--- src/rtl/fracn_pkg.sv ---
package fracn_pkg;

   // Number of bits needed to hold the value v (at least 1).
   function automatic int bits_for(input longint unsigned v);
      int w;
      w = 1;
      while ((longint'(1) << w) <= v) w++;
      return w;
   endfunction

   // True when v is a non-zero power of two.
   function automatic bit is_pow2(input longint unsigned v);
      return (v != 0) && ((v & (v - 1)) == 0);
   endfunction

   // Base-2 logarithm of a power of two.
   function automatic int log2_exact(input longint unsigned v);
      int s;
      s = 0;
      while ((longint'(1) << s) < v) s++;
      return s;
   endfunction

   // Width of the largest ratio: PRESC*Nmax + (Amax+1) + OFFSET.
   function automatic int ratio_width(input int n_w, input int a_w,
                                      input int presc, input int offset);
      longint unsigned top;
      top = longint'(presc) * ((longint'(1) << n_w) - 1)
            + (longint'(1) << a_w) + longint'(offset);
      return bits_for(top);
   endfunction

endpackage

--- src/rtl/fracn_num_cond.sv ---
module fracn_num_cond #(
   parameter int ACC_W     = 20,
   parameter bit ODD_FORCE = 1'b1
) (
   input  logic [ACC_W-1:0] f_raw,
   output logic [ACC_W-1:0] f_eff
);

   generate
      if (ACC_W < 2) begin : g_bad_width
         $error("fracn_num_cond: ACC_W must be at least 2");
      end

      if (ODD_FORCE) begin : g_odd
         // Bit 0 is forced high, so the numerator is always odd.
         assign f_eff = {f_raw[ACC_W-1:1], 1'b1};
      end else begin : g_pass
         assign f_eff = f_raw;
      end
   endgenerate

endmodule

--- src/rtl/fracn_accum.sv ---
module fracn_accum #(
   parameter int ACC_W     = 20,
   parameter bit ODD_FORCE = 1'b1
) (
   input  logic             clk,
   input  logic             rst_n,
   input  logic             step,
   input  logic             restart,
   input  logic [ACC_W-1:0] f_eff,
   output logic             carry_nxt
);

   localparam int SUM_W = ACC_W + 1;

   logic [ACC_W-1:0] acc_q;
   logic [ACC_W-1:0] base;
   logic [SUM_W-1:0] sum;

   // A restart drops the old phase, so the sum holds the numerator alone.
   assign base      = restart ? '0 : acc_q;
   assign sum       = {1'b0, base} + {1'b0, f_eff};
   assign carry_nxt = sum[ACC_W];

   always_ff @(posedge clk or negedge rst_n) begin
      if (!rst_n) begin
         acc_q <= '0;
      end else if (step) begin
         acc_q <= sum[ACC_W-1:0];
      end
   end

   AST_ACC_HOLD: assert property (@(posedge clk) disable iff (!rst_n)
      !step |=> $stable(acc_q));

   generate
      if (ODD_FORCE) begin : g_chk_odd
         AST_ODD_NUMERATOR: assert property (@(posedge clk) disable iff (!rst_n)
            step |-> f_eff[0]);
      end
   endgenerate

endmodule

--- src/rtl/fracn_ratio_calc.sv ---
module fracn_ratio_calc #(
   parameter int N_W     = 7,
   parameter int A_W     = 4,
   parameter int RATIO_W = 12,
   parameter int PRESC   = 16,
   parameter int OFFSET  = 3
) (
   input  logic [N_W-1:0]     n_val,
   input  logic [A_W:0]       sw_val,
   output logic [RATIO_W-1:0] ratio
);

   import fracn_pkg::*;

   localparam bit PRESC_POW2 = is_pow2(PRESC);
   localparam int PRESC_SH   = log2_exact(PRESC);

   logic [RATIO_W-1:0] n_ext;
   logic [RATIO_W-1:0] prod;

   assign n_ext = RATIO_W'(n_val);

   generate
      if (PRESC < 2) begin : g_bad_presc
         $error("fracn_ratio_calc: PRESC must be at least 2");
      end

      if (PRESC_POW2) begin : g_shift
         // A power-of-two prescaler needs only a shift.
         assign prod = n_ext << PRESC_SH;
      end else begin : g_mult
         assign prod = n_ext * RATIO_W'(PRESC);
      end
   endgenerate

   assign ratio = prod + RATIO_W'(sw_val) + RATIO_W'(OFFSET);

endmodule

--- src/rtl/fracn_ratio_seq.sv ---
module fracn_ratio_seq #(
   parameter int ACC_W     = 20,
   parameter int N_W       = 7,
   parameter int A_W       = 4,
   parameter int PRESC     = 16,
   parameter int OFFSET    = 3,
   parameter bit ODD_FORCE = 1'b1,
   parameter int RATIO_W   = fracn_pkg::ratio_width(N_W, A_W, PRESC, OFFSET)
) (
   input  logic               clk,
   input  logic               rst_n,
   input  logic               ref_strobe,
   input  logic [N_W-1:0]     n_in,
   input  logic [A_W-1:0]     a_in,
   input  logic [ACC_W-1:0]   f_in,
   output logic [N_W-1:0]     main_cnt,
   output logic [A_W:0]       swallow_cnt,
   output logic [RATIO_W-1:0] ratio_total,
   output logic               carry_out
);

   localparam int MIN_RATIO_W = fracn_pkg::ratio_width(N_W, A_W, PRESC, OFFSET);

   generate
      if (RATIO_W < MIN_RATIO_W) begin : g_bad_ratio_w
         $error("fracn_ratio_seq: RATIO_W too narrow for the largest ratio");
      end
      if (N_W < 3 || A_W < 1) begin : g_bad_counts
         $error("fracn_ratio_seq: counter widths too small");
      end
   endgenerate

   logic [ACC_W-1:0]   f_last_q;
   logic [ACC_W-1:0]   f_eff;
   logic               restart;
   logic               carry_nxt;
   logic [A_W:0]       sw_nxt;
   logic [RATIO_W-1:0] ratio_nxt;

   // A numerator that differs from the last one sampled restarts the phase.
   assign restart = (f_in != f_last_q);

   fracn_num_cond #(
      .ACC_W     (ACC_W),
      .ODD_FORCE (ODD_FORCE)
   ) num_cond_i (
      .f_raw (f_in),
      .f_eff (f_eff)
   );

   fracn_accum #(
      .ACC_W     (ACC_W),
      .ODD_FORCE (ODD_FORCE)
   ) accum_i (
      .clk       (clk),
      .rst_n     (rst_n),
      .step      (ref_strobe),
      .restart   (restart),
      .f_eff     (f_eff),
      .carry_nxt (carry_nxt)
   );

   // The extra count is applied through the swallow counter.
   assign sw_nxt = {1'b0, a_in} + {{A_W{1'b0}}, carry_nxt};

   fracn_ratio_calc #(
      .N_W     (N_W),
      .A_W     (A_W),
      .RATIO_W (RATIO_W),
      .PRESC   (PRESC),
      .OFFSET  (OFFSET)
   ) ratio_calc_i (
      .n_val  (n_in),
      .sw_val (sw_nxt),
      .ratio  (ratio_nxt)
   );

   // Settings and results are taken only at a period boundary.
   always_ff @(posedge clk or negedge rst_n) begin
      if (!rst_n) begin
         f_last_q    <= '0;
         main_cnt    <= '0;
         swallow_cnt <= '0;
         ratio_total <= '0;
         carry_out   <= 1'b0;
      end else if (ref_strobe) begin
         f_last_q    <= f_in;
         main_cnt    <= n_in;
         swallow_cnt <= sw_nxt;
         ratio_total <= ratio_nxt;
         carry_out   <= carry_nxt;
      end
   end

   AST_HOLD_NO_STROBE: assert property (@(posedge clk) disable iff (!rst_n)
      !ref_strobe |=> $stable(ratio_total) && $stable(main_cnt)
                      && $stable(swallow_cnt) && $stable(carry_out));

   AST_LOAD_NO_CARRY: assert property (@(posedge clk) disable iff (!rst_n)
      ref_strobe && restart |=> !carry_out);

   AST_CARRY_SWALLOW: assert property (@(posedge clk) disable iff (!rst_n)
      carry_out |-> swallow_cnt != '0);

   AST_RATIO_FLOOR: assert property (@(posedge clk) disable iff (!rst_n)
      ref_strobe |=> ratio_total >= RATIO_W'(OFFSET));

endmodule

--- config.mk ---
export PLATFORM = sky130hd
export DESIGN_NAME = fracn_ratio_seq
export DESIGN_NICKNAME = d
export VERILOG_FILES = /design/src/rtl/fracn_pkg.sv /design/src/rtl/fracn_num_cond.sv /design/src/rtl/fracn_accum.sv /design/src/rtl/fracn_ratio_calc.sv /design/src/rtl/fracn_ratio_seq.sv
export SDC_FILE = /design/constraint.sdc
export NUM_CORES = 1
export LEC_CHECK = 0
export BUFFER_PORTS_ARGS = -buffer_cell sky130_fd_sc_hd__buf_2
export CORE_MARGIN = 2
export CORE_UTILIZATION = 25
export CTS_BUF_LIST = sky130_fd_sc_hd__clkbuf_16
export CTS_CLUSTER_SIZE = 10
export DETAILED_ROUTE_END_ITERATION = 16
export GPL_TIMING_DRIVEN = 1
export SKIP_LAST_GASP = 1
export SYNTH_ARGS = -nofsm -noshare
export SYNTH_HDL_FRONTEND = slang
export SYNTH_HIERARCHICAL = 1
export SYNTH_SLANG_ARGS = --single-unit
--- constraint.sdc ---
create_clock -name clk -period 5.19 [get_ports clk]
set_input_delay 0.519 -clock clk [delete_from_list [all_inputs] [get_ports clk]]
set_output_delay 0.519 -clock clk [all_outputs]
set_load 0.02 [all_outputs]
==> reports/summary.md, run 1 <==
• sort of element at the end of the critical path: flip-flop
• share of synthesized area occupied by flip-flops and latches: 0.369
• Clock Tree Buf Depth: 2
• per-instance average area after synthesis: 11.3 sq um
• Max Fclk: 204 MHz
• count of pins over their slew limit: 0
• worst-case reg-to-reg path depth: 20
• CTS Sinks: 65
• Max VDD drop: 0.167 mV
• Worst Path Class, Setup: flip-flop to flip-flop
• cell type contributing the most total cell area after synthesis: sky130_fd_sc_hd__dfrtp_1
• horizontal extent of the die: 137 um
• total gr overflow: 0
• actual slew at the worst max-slew pin: 0.858 ns
• first element of the critical path: f_last_q[16]
• relative max-transition margin: 0.428
• antenna cells: 0
• Period Utilization, post-route: 0.945
• total number of vias: 3185
• register-to-register path setup slack: 0.29 ns
• arrival time of data at the critical path endpoint: 5.12 ns
• Placeable Area: 17300 sq um
• category of the worst setup path launch point: flip-flop
• clock slew at reported path FFs: 0.06 ns
• number of instances in the synthesized netlist: 392
• share of layout cells above drive strength 1: 0.371
• half-perimeter wire length after detailed placement: 7.47 mm
• total of max-cap violations: 0
• buffers added on ports: 58
• H-tree depth reported by CTS: 3
• number of cells after detailed placement: 658
• count of hold-fix buffers inserted at cts: 0
• Final Hold Violating Endpoints: 0
• worst slack at placement: -0.122 ns
• number of warnings issued by yosys: 6
• total setup buffers inserted after CTS: 0
• peak fanout along the critical path: 15
• antenna violations before repair: 0
• flip-flop and latch count after synthesis: 65
• placement row count: 48
• largest net degree at the start of global routing: 66
• wire length reported by the detailed router: 10.3 mm
• Post-synth EDFFs: 0
• Design Area, Final: 5190 sq um
• number of cells in the finished layout apart from fillers: 673
• status: finished, final reports clean
• placement-stage cell area: 4830 sq um
• Cell Area, Synth: 4410 sq um
• most frequent cells after synthesis: sky130_fd_sc_hd__dfrtp_1 (65), sky130_fd_sc_hd__mux2_4 (40), sky130_fd_sc_hd__xnor2_1 (30)
• Avg Vias per Cell: 4.73
• power density cells: 280 nW/um^2
• setup repair after global routing missed its margin: false
• clock latency reported for the late side of the worst-skew pair: 0.34 ns
• worst min-delay path class: input port to asynchronous set/reset pin
• Syn Nets: 451
• Die Outline Area: 18700 sq um
• Antenna Nets Post-Route: 0
• top-count cell post-synth: sky130_fd_sc_hd__dfrtp_1
• effective utilization at floorplan: 0.255
• setup clock skew after layout: 0.0116 ns
• cell leakage power: 2.38 nW
• Reg-to-Reg Start: f_last_q[16]
• die height: 137 um
• wire length of the first global-routing pass: 16.8 mm
• top cells by area in the synthesized netlist: sky130_fd_sc_hd__dfrtp_1 (37%), sky130_fd_sc_hd__mux2_4 (14%), sky130_fd_sc_hd__ha_1 (6.8%)
• proportion of register bits with asynchronous set or reset after synthesis: 1.00
• number of DRC markers after the initial detailed-route iteration: 127
• Worst R2R End: ratio_total[8]
• Final Wtd Congestion: 0.840
• number of inserted filler cells in the final layout: 1816
• primary flip-flop cell chosen by synthesis mapping: sky130_fd_sc_hd__dfrtp_1
• net count reported at finish: 503
• Tot GR Track Use: 0.118
• share of Yosys cell area claimed by the top area cell type: 0.369
• number of failing setup endpoints in the final timing report: 0
• top-level I/O count: 59
• fraction of the core area covered by cells at the end of the flow: 0.300
• WL per Instance: 15.3 um
• total CTS buffers: 9
• router iterations before antenna repair: 4
• TritonCTS clock tree: yes
• WP data required: 5.40 ns
• residual DRC count: 0
• clock tree root driver cell: sky130_fd_sc_hd__clkbuf_16
• area growth from synthesis to layout: 17.7%
• number of global-route vias before repair: 3168
• end point of the critical path: ratio_total[8]
• post-route minimum period: 4.90 ns
• worst setup margin: 0.285 ns
• post-cts repair resize count: 0
• Yosys cell types: 51
-- layout by cell type (no fill, tap or decap), drive strengths merged, types with 2 or more instances in the layout --
cell / Yosys / routed
o21ai: 13 / 13
a21oi: 21 / 21
nand2: 22 / 22
o31ai: 3 / 3
o311ai: 3 / 3
nor2: 10 / 10
xnor2: 30 / 30
nand3: 9 / 9
and3: 7 / 7
a21boi: 2 / 2
o21a: 2 / 2
mux2: 56 / 56
ha: 24 / 24
o21bai: 2 / 2
nor2b: 20 / 20
clkinv: 0 / 2
a31oi: 4 / 4
a21o: 5 / 5
nor4: 2 / 2
dfrtp: 65 / 65
nand4: 7 / 7
nor3: 4 / 4
and4: 2 / 2
xor2: 11 / 11
inv: 9 / 11
o211ai: 6 / 6
buf: 28 / 75
clkbuf: 6 / 9
-- state kept, by name (all words and copies together) (netlist names) --
register and count:
f_last_q 20, ratio_total 12, accum_i/acc_q 20, main_cnt 7, carry_out 1, swallow_cnt 5
-- through the flow --
| stage | hold WS (ns) | power (mW) | setup TNS [ns] |
|---|---|---|---|
| 6_report | 0.393 | 1.45 | 0 |
| 3_3_place_gp | 0.458 | 0.849 | -0.0728 |
| 4_1_cts | 0.419 | 1.47 | 0 |
| 3_5_place_dp | 0.462 | 0.852 | -0.458 |
| 2_1_floorplan | 0.223 | 0.775 | 0 |
| 5_1_grt | 0.436 | 1.52 | 0 |
-- logic make-up after synthesis --
| family | Yosys count | synth area share |
|---|---|---|
| buf+inv | 43 | 0.0743 |
| simple gates | 88 | 0.108 |
| mux | 57 | 0.179 |
| fa+ha+maj | 25 | 0.0726 |
| other cells | 1 | 0.000850 |
| flops | 65 | 0.369 |
| xor+xnor | 41 | 0.0814 |
| compound gates | 72 | 0.115 |
-- cell type report --
class,count,area (sq um),area share
Inverter,9,33.8,0.00650
Multi-Input combinational cell,284,2530,0.488
Clock inverter,6,60.1,0.0116
Tap cell,225,282,0.0542
Sequential cell,65,1630,0.313
Clock buffer,9,225,0.0434
Timing Repair Buffer,75,433,0.0834
-- how the worst min path moves through the flow --
stage | to | depth (start not counted) | from | slack (ns)
6_report | accum_i/acc_q[10] | 2 | rst_n | 0.39
2_1_floorplan | accum_i/acc_q[0] | 0 | rst_n | 0.22
4_1_cts | accum_i/acc_q[11] | 2 | rst_n | 0.42
3_3_place_gp | accum_i/acc_q[5] | 2 | accum_i/acc_q[5] | 0.46
3_5_place_dp | accum_i/acc_q[11] | 2 | accum_i/acc_q[11] | 0.46
5_1_grt | main_cnt[0] | 2 | n_in[0] | 0.44
-- where the power goes --
part / switching [mW] / internal, mW / leakage [nW]
Sequential: 0.0312 / 0.557 / 0.768
Combinational: 0.132 / 0.132 / 1.46
Clock: 0.232 / 0.367 / 0.143
Total: 0.395 / 1.06 / 2.38
-- routing by layer --
metal  wire length (um)  track usage
met1               5260        0.171
met2               4330        0.163
met3                534       0.0341
met4                187       0.0498
met5                  0            0
-- critical path, cell delays in order (launching register included) --
cell and delay [ns]:
sky130_fd_sc_hd__dfrtp_1 0.39, sky130_fd_sc_hd__xor2_1 0.21, sky130_fd_sc_hd__nor4_1 0.39, sky130_fd_sc_hd__nand3_2 0.20
sky130_fd_sc_hd__buf_12 0.20, sky130_fd_sc_hd__nor2b_1 0.14, sky130_fd_sc_hd__ha_2 0.35, sky130_fd_sc_hd__a21oi_2 0.18
sky130_fd_sc_hd__a21boi_0 0.12, sky130_fd_sc_hd__a311o_1 0.34, sky130_fd_sc_hd__a31oi_2 0.22, sky130_fd_sc_hd__o21ai_0 0.14
sky130_fd_sc_hd__a21o_1 0.20, sky130_fd_sc_hd__ha_1 0.19, sky130_fd_sc_hd__ha_1 0.20, sky130_fd_sc_hd__and3_1 0.16
sky130_fd_sc_hd__ha_1 0.33, sky130_fd_sc_hd__and4b_4 0.28, sky130_fd_sc_hd__o2111ai_2 0.12, sky130_fd_sc_hd__xnor2_1 0.15
sky130_fd_sc_hd__mux2_4 0.25
Note: power is estimated with default switching activity, not from simulation.
==> run 2, diff against run 1 <==
Settings changed: ABC_AREA set to 1.
==> run 2 against run 1 <==
Effect of this change: maximum frequency grew 11%; critical path type unchanged; area after synthesis grew 7.5%; critical path depth grew 5; highest routed layer unchanged; non-clock buffer count shrank 11; count of clock-buffer cells in the layout is the same; largest cell class unchanged; worst hold slack lost 0.023 ns.
==> reports/summary.md, run 2 <==
• total number of vias: 3967
• most frequent cell on the critical path: sky130_fd_sc_hd__nand2_1
• H-tree depth reported by CTS: 3
• status: finished, final reports clean
• Clock Tree Buf Depth: 2
• sort of element at the end of the critical path: flip-flop
• flip-flop and latch count after synthesis: 65
• Worst R2R End: ratio_total[10]
• top cells by area in the synthesized netlist: sky130_fd_sc_hd__dfrtp_1 (34%), sky130_fd_sc_hd__nand2_1 (17%), sky130_fd_sc_hd__mux2_4 (8.9%)
• top-level I/O count: 59
• buffers added on ports: 58
• number of failing setup endpoints in the final timing report: 0
• category of the worst setup path launch point: flip-flop
• top-count cell post-synth: sky130_fd_sc_hd__nand2_1
• Post-synth EDFFs: 0
• Die Outline Area: 20100 sq um
• power density cells: 274 nW/um^2
• total CTS buffers: 9
• register-to-register path setup slack: 0.79 ns
• arrival time of data at the critical path endpoint: 4.63 ns
• post-cts repair resize count: 0
• actual slew at the worst max-slew pin: 0.856 ns
• wire length reported by the detailed router: 11.1 mm
• primary flip-flop cell chosen by synthesis mapping: sky130_fd_sc_hd__dfrtp_1
• number of global-route vias before repair: 3902
• proportion of register bits with asynchronous set or reset after synthesis: 1.00
• number of warnings issued by yosys: 6
• commonest cells after routing, fill and taps aside: sky130_fd_sc_hd__nand2_1 (210), sky130_fd_sc_hd__inv_1 (94), sky130_fd_sc_hd__dfrtp_1 (65), sky130_fd_sc_hd__buf_2 (57), sky130_fd_sc_hd__nor2_1 (56)
• Final Wtd Congestion: 0.831
• largest net degree at the start of global routing: 66
• Worst Path Class, Setup: flip-flop to flip-flop
• share of Yosys cell area claimed by the top area cell type: 0.343
• clock latency reported for the late side of the worst-skew pair: 0.34 ns
• Placeable Area: 18600 sq um
• per-instance average area after synthesis: 7.40 sq um
• Yosys cell types: 34
• setup clock skew after layout: 0.00986 ns
• residual DRC count: 0
• peak fanout along the critical path: 10
• largest registers: accum_i/acc_q: 20 flops, f_last_q: 20 flops, ratio_total: 12 flops
• most common cell after layout, fill and taps aside: sky130_fd_sc_hd__nand2_1
• Antenna Nets Post-Route: 0
• setup repair after global routing missed its margin: false
• relative max-transition margin: 0.430
• post-route minimum period: 4.40 ns
• clock tree root driver cell: sky130_fd_sc_hd__clkbuf_16
• effective utilization at floorplan: 0.254
• total setup buffers inserted after CTS: 0
• first element of the critical path: f_last_q[1]
• share of synthesized area occupied by flip-flops and latches: 0.343
• TritonCTS clock tree: yes
• WL per Instance: 12.1 um
• most frequent cells after synthesis: sky130_fd_sc_hd__nand2_1 (210), sky130_fd_sc_hd__inv_1 (94), sky130_fd_sc_hd__dfrtp_1 (65)
• CTS Sinks: 65
• wire length of the first global-routing pass: 18.8 mm
• Min Hold Slack: 0.370 ns
• count of pins over their slew limit: 0
• number of inserted filler cells in the final layout: 2024
• cell type contributing the most total cell area after synthesis: sky130_fd_sc_hd__dfrtp_1
• total of max-cap violations: 0
• placement row count: 50
• total gr overflow: 0
• clock slew at reported path FFs: 0.06 ns
• buffers and inverters on the worst path: 1
• Max Fclk: 227 MHz
• dominant delay contributor by cell family on the critical path: simple AND/OR/NAND/NOR gates
• number of instances in the synthesized netlist: 641
• share of layout cells above drive strength 1: 0.180
• Syn Nets: 700
• WP data required: 5.41 ns
• die height: 142 um
• area growth from synthesis to layout: 15.2%
• antenna violations before repair: 0
• standard cell with the maximum stage delay on the critical path: sky130_fd_sc_hd__xor2_1
• count of hold-fix buffers inserted at cts: 0
• Avg Vias per Cell: 4.30
• cell leakage power: 3.01 nW
• router iterations before antenna repair: 4
• antenna cells: 0
• net count reported at finish: 742
• CP peak stage delay: 0.48 ns
• Final Hold Violating Endpoints: 0
• Max VDD drop: 0.149 mV
• Period Utilization, post-route: 0.848
• number of DRC markers after the initial detailed-route iteration: 218
• final-layout setup total negative slack: 0 ns
• worst-case reg-to-reg path depth: 25
• half-perimeter wire length after detailed placement: 8.36 mm
• horizontal extent of the die: 142 um
• Reg-to-Reg Start: f_last_q[1]
• Tot GR Track Use: 0.118
• worst min-delay path class: input port to asynchronous set/reset pin
• Cell Area, Synth: 4740 sq um
==> run 2: cell count changes after synthesis, moves of 19 or more <==
cell	delta
sky130_fd_sc_hd__nor2_1	+46
sky130_fd_sc_hd__nand3_1	+23
sky130_fd_sc_hd__nand2_1	+188
sky130_fd_sc_hd__xnor2_1	-19
sky130_fd_sc_hd__inv_1	+85
sky130_fd_sc_hd__nor2b_1	-20
==> run 2: worst reg2reg max path, cell delays in order (launching register included) <==
cell and delay, ns:
sky130_fd_sc_hd__dfrtp_1 0.39, sky130_fd_sc_hd__xor2_1 0.16, sky130_fd_sc_hd__nor2_1 0.10, sky130_fd_sc_hd__nand2_1 0.05, sky130_fd_sc_hd__nor2_1 0.22, sky130_fd_sc_hd__nand3_1 0.18, sky130_fd_sc_hd__buf_4 0.23, sky130_fd_sc_hd__nor2_1 0.12
sky130_fd_sc_hd__ha_1 0.30, sky130_fd_sc_hd__a21oi_1 0.26, sky130_fd_sc_hd__nor2_1 0.07, sky130_fd_sc_hd__nor2_1 0.08, sky130_fd_sc_hd__nand2_1 0.10, sky130_fd_sc_hd__nand2_1 0.10, sky130_fd_sc_hd__nand2_1 0.07, sky130_fd_sc_hd__nand2_1 0.06
sky130_fd_sc_hd__o211ai_1 0.11, sky130_fd_sc_hd__ha_1 0.23, sky130_fd_sc_hd__ha_1 0.21, sky130_fd_sc_hd__xor2_1 0.48, sky130_fd_sc_hd__nand2_2 0.15, sky130_fd_sc_hd__o21ai_4 0.21, sky130_fd_sc_hd__nand2_1 0.07, sky130_fd_sc_hd__nand2_1 0.06
sky130_fd_sc_hd__nand2_1 0.04, sky130_fd_sc_hd__mux2_4 0.25
==> run 2: where the power goes <==
group | switching, mW | internal (mW) | total (mW)
clock network | 0.245 | 0.424 | 0.670
registers | 0.0253 | 0.555 | 0.580
logic | 0.146 | 0.102 | 0.248
==> run 2: metrics by stage <==
step	area (sq um)	std cells	power, mW	worst slack (ns)	utilization
CTS	5460	922	1.53	0.816	0.293
finish	5460	922	1.50	0.789	0.293
detailed placement	5140	906	0.840	0.544	0.276
global placement	5140	906	0.837	0.510	0.276
floorplan	4740	641	0.765	1.12	-
global route	5460	922	1.58	0.282	0.293
==> run 2: per-layer routing <==
| metal | global-route usage | vias to the layer above | wire, um |
|---|---|---|---|
| li1 | - | 2056 | - |
| met1 | 0.149 | 1816 | 5290 |
| met2 | 0.196 | 83 | 5040 |
| met3 | 0.0321 | 12 | 658 |
| met4 | 0.0363 | 0 | 153 |
| met5 | 0 | - | 0 |
==> run 2: final cells by class <==
class,instances,area [sq um],area share
clock buffer,9,225,0.0412
tap,234,293,0.0536
sequential,65,1630,0.298
inverter,96,360,0.0659
timing repair buffer,64,338,0.0618
clock inverter,7,101,0.0185
multi-input combinational,447,2520,0.461
==> run 2: worst max path at each step <==
stage	cells past startpoint	to	slack [ns]
2_1_floorplan	28	ratio_total[10]	1.12
3_3_place_gp	30	ratio_total[10]	0.51
3_5_place_dp	28	ratio_total[10]	0.54
4_1_cts	25	ratio_total[10]	0.82
5_1_grt	27	ratio_total[8]	0.28
6_report	25	ratio_total[10]	0.79
==> run 2: logic make-up (layout without fill, tap and decap cells) <==
| logic type | Yosys count | count (layout) | share of synthesized area |
|---|---|---|---|
| fa+ha+maj | 25 | 25 | 0.0675 |
| mux | 29 | 29 | 0.0910 |
| flops | 65 | 65 | 0.343 |
| buf+inv | 129 | 176 | 0.126 |
| compound gates | 53 | 53 | 0.0617 |
| xor+xnor | 15 | 15 | 0.0277 |
| simple gates | 324 | 324 | 0.283 |
| other cells | 1 | 1 | 0.000791 |
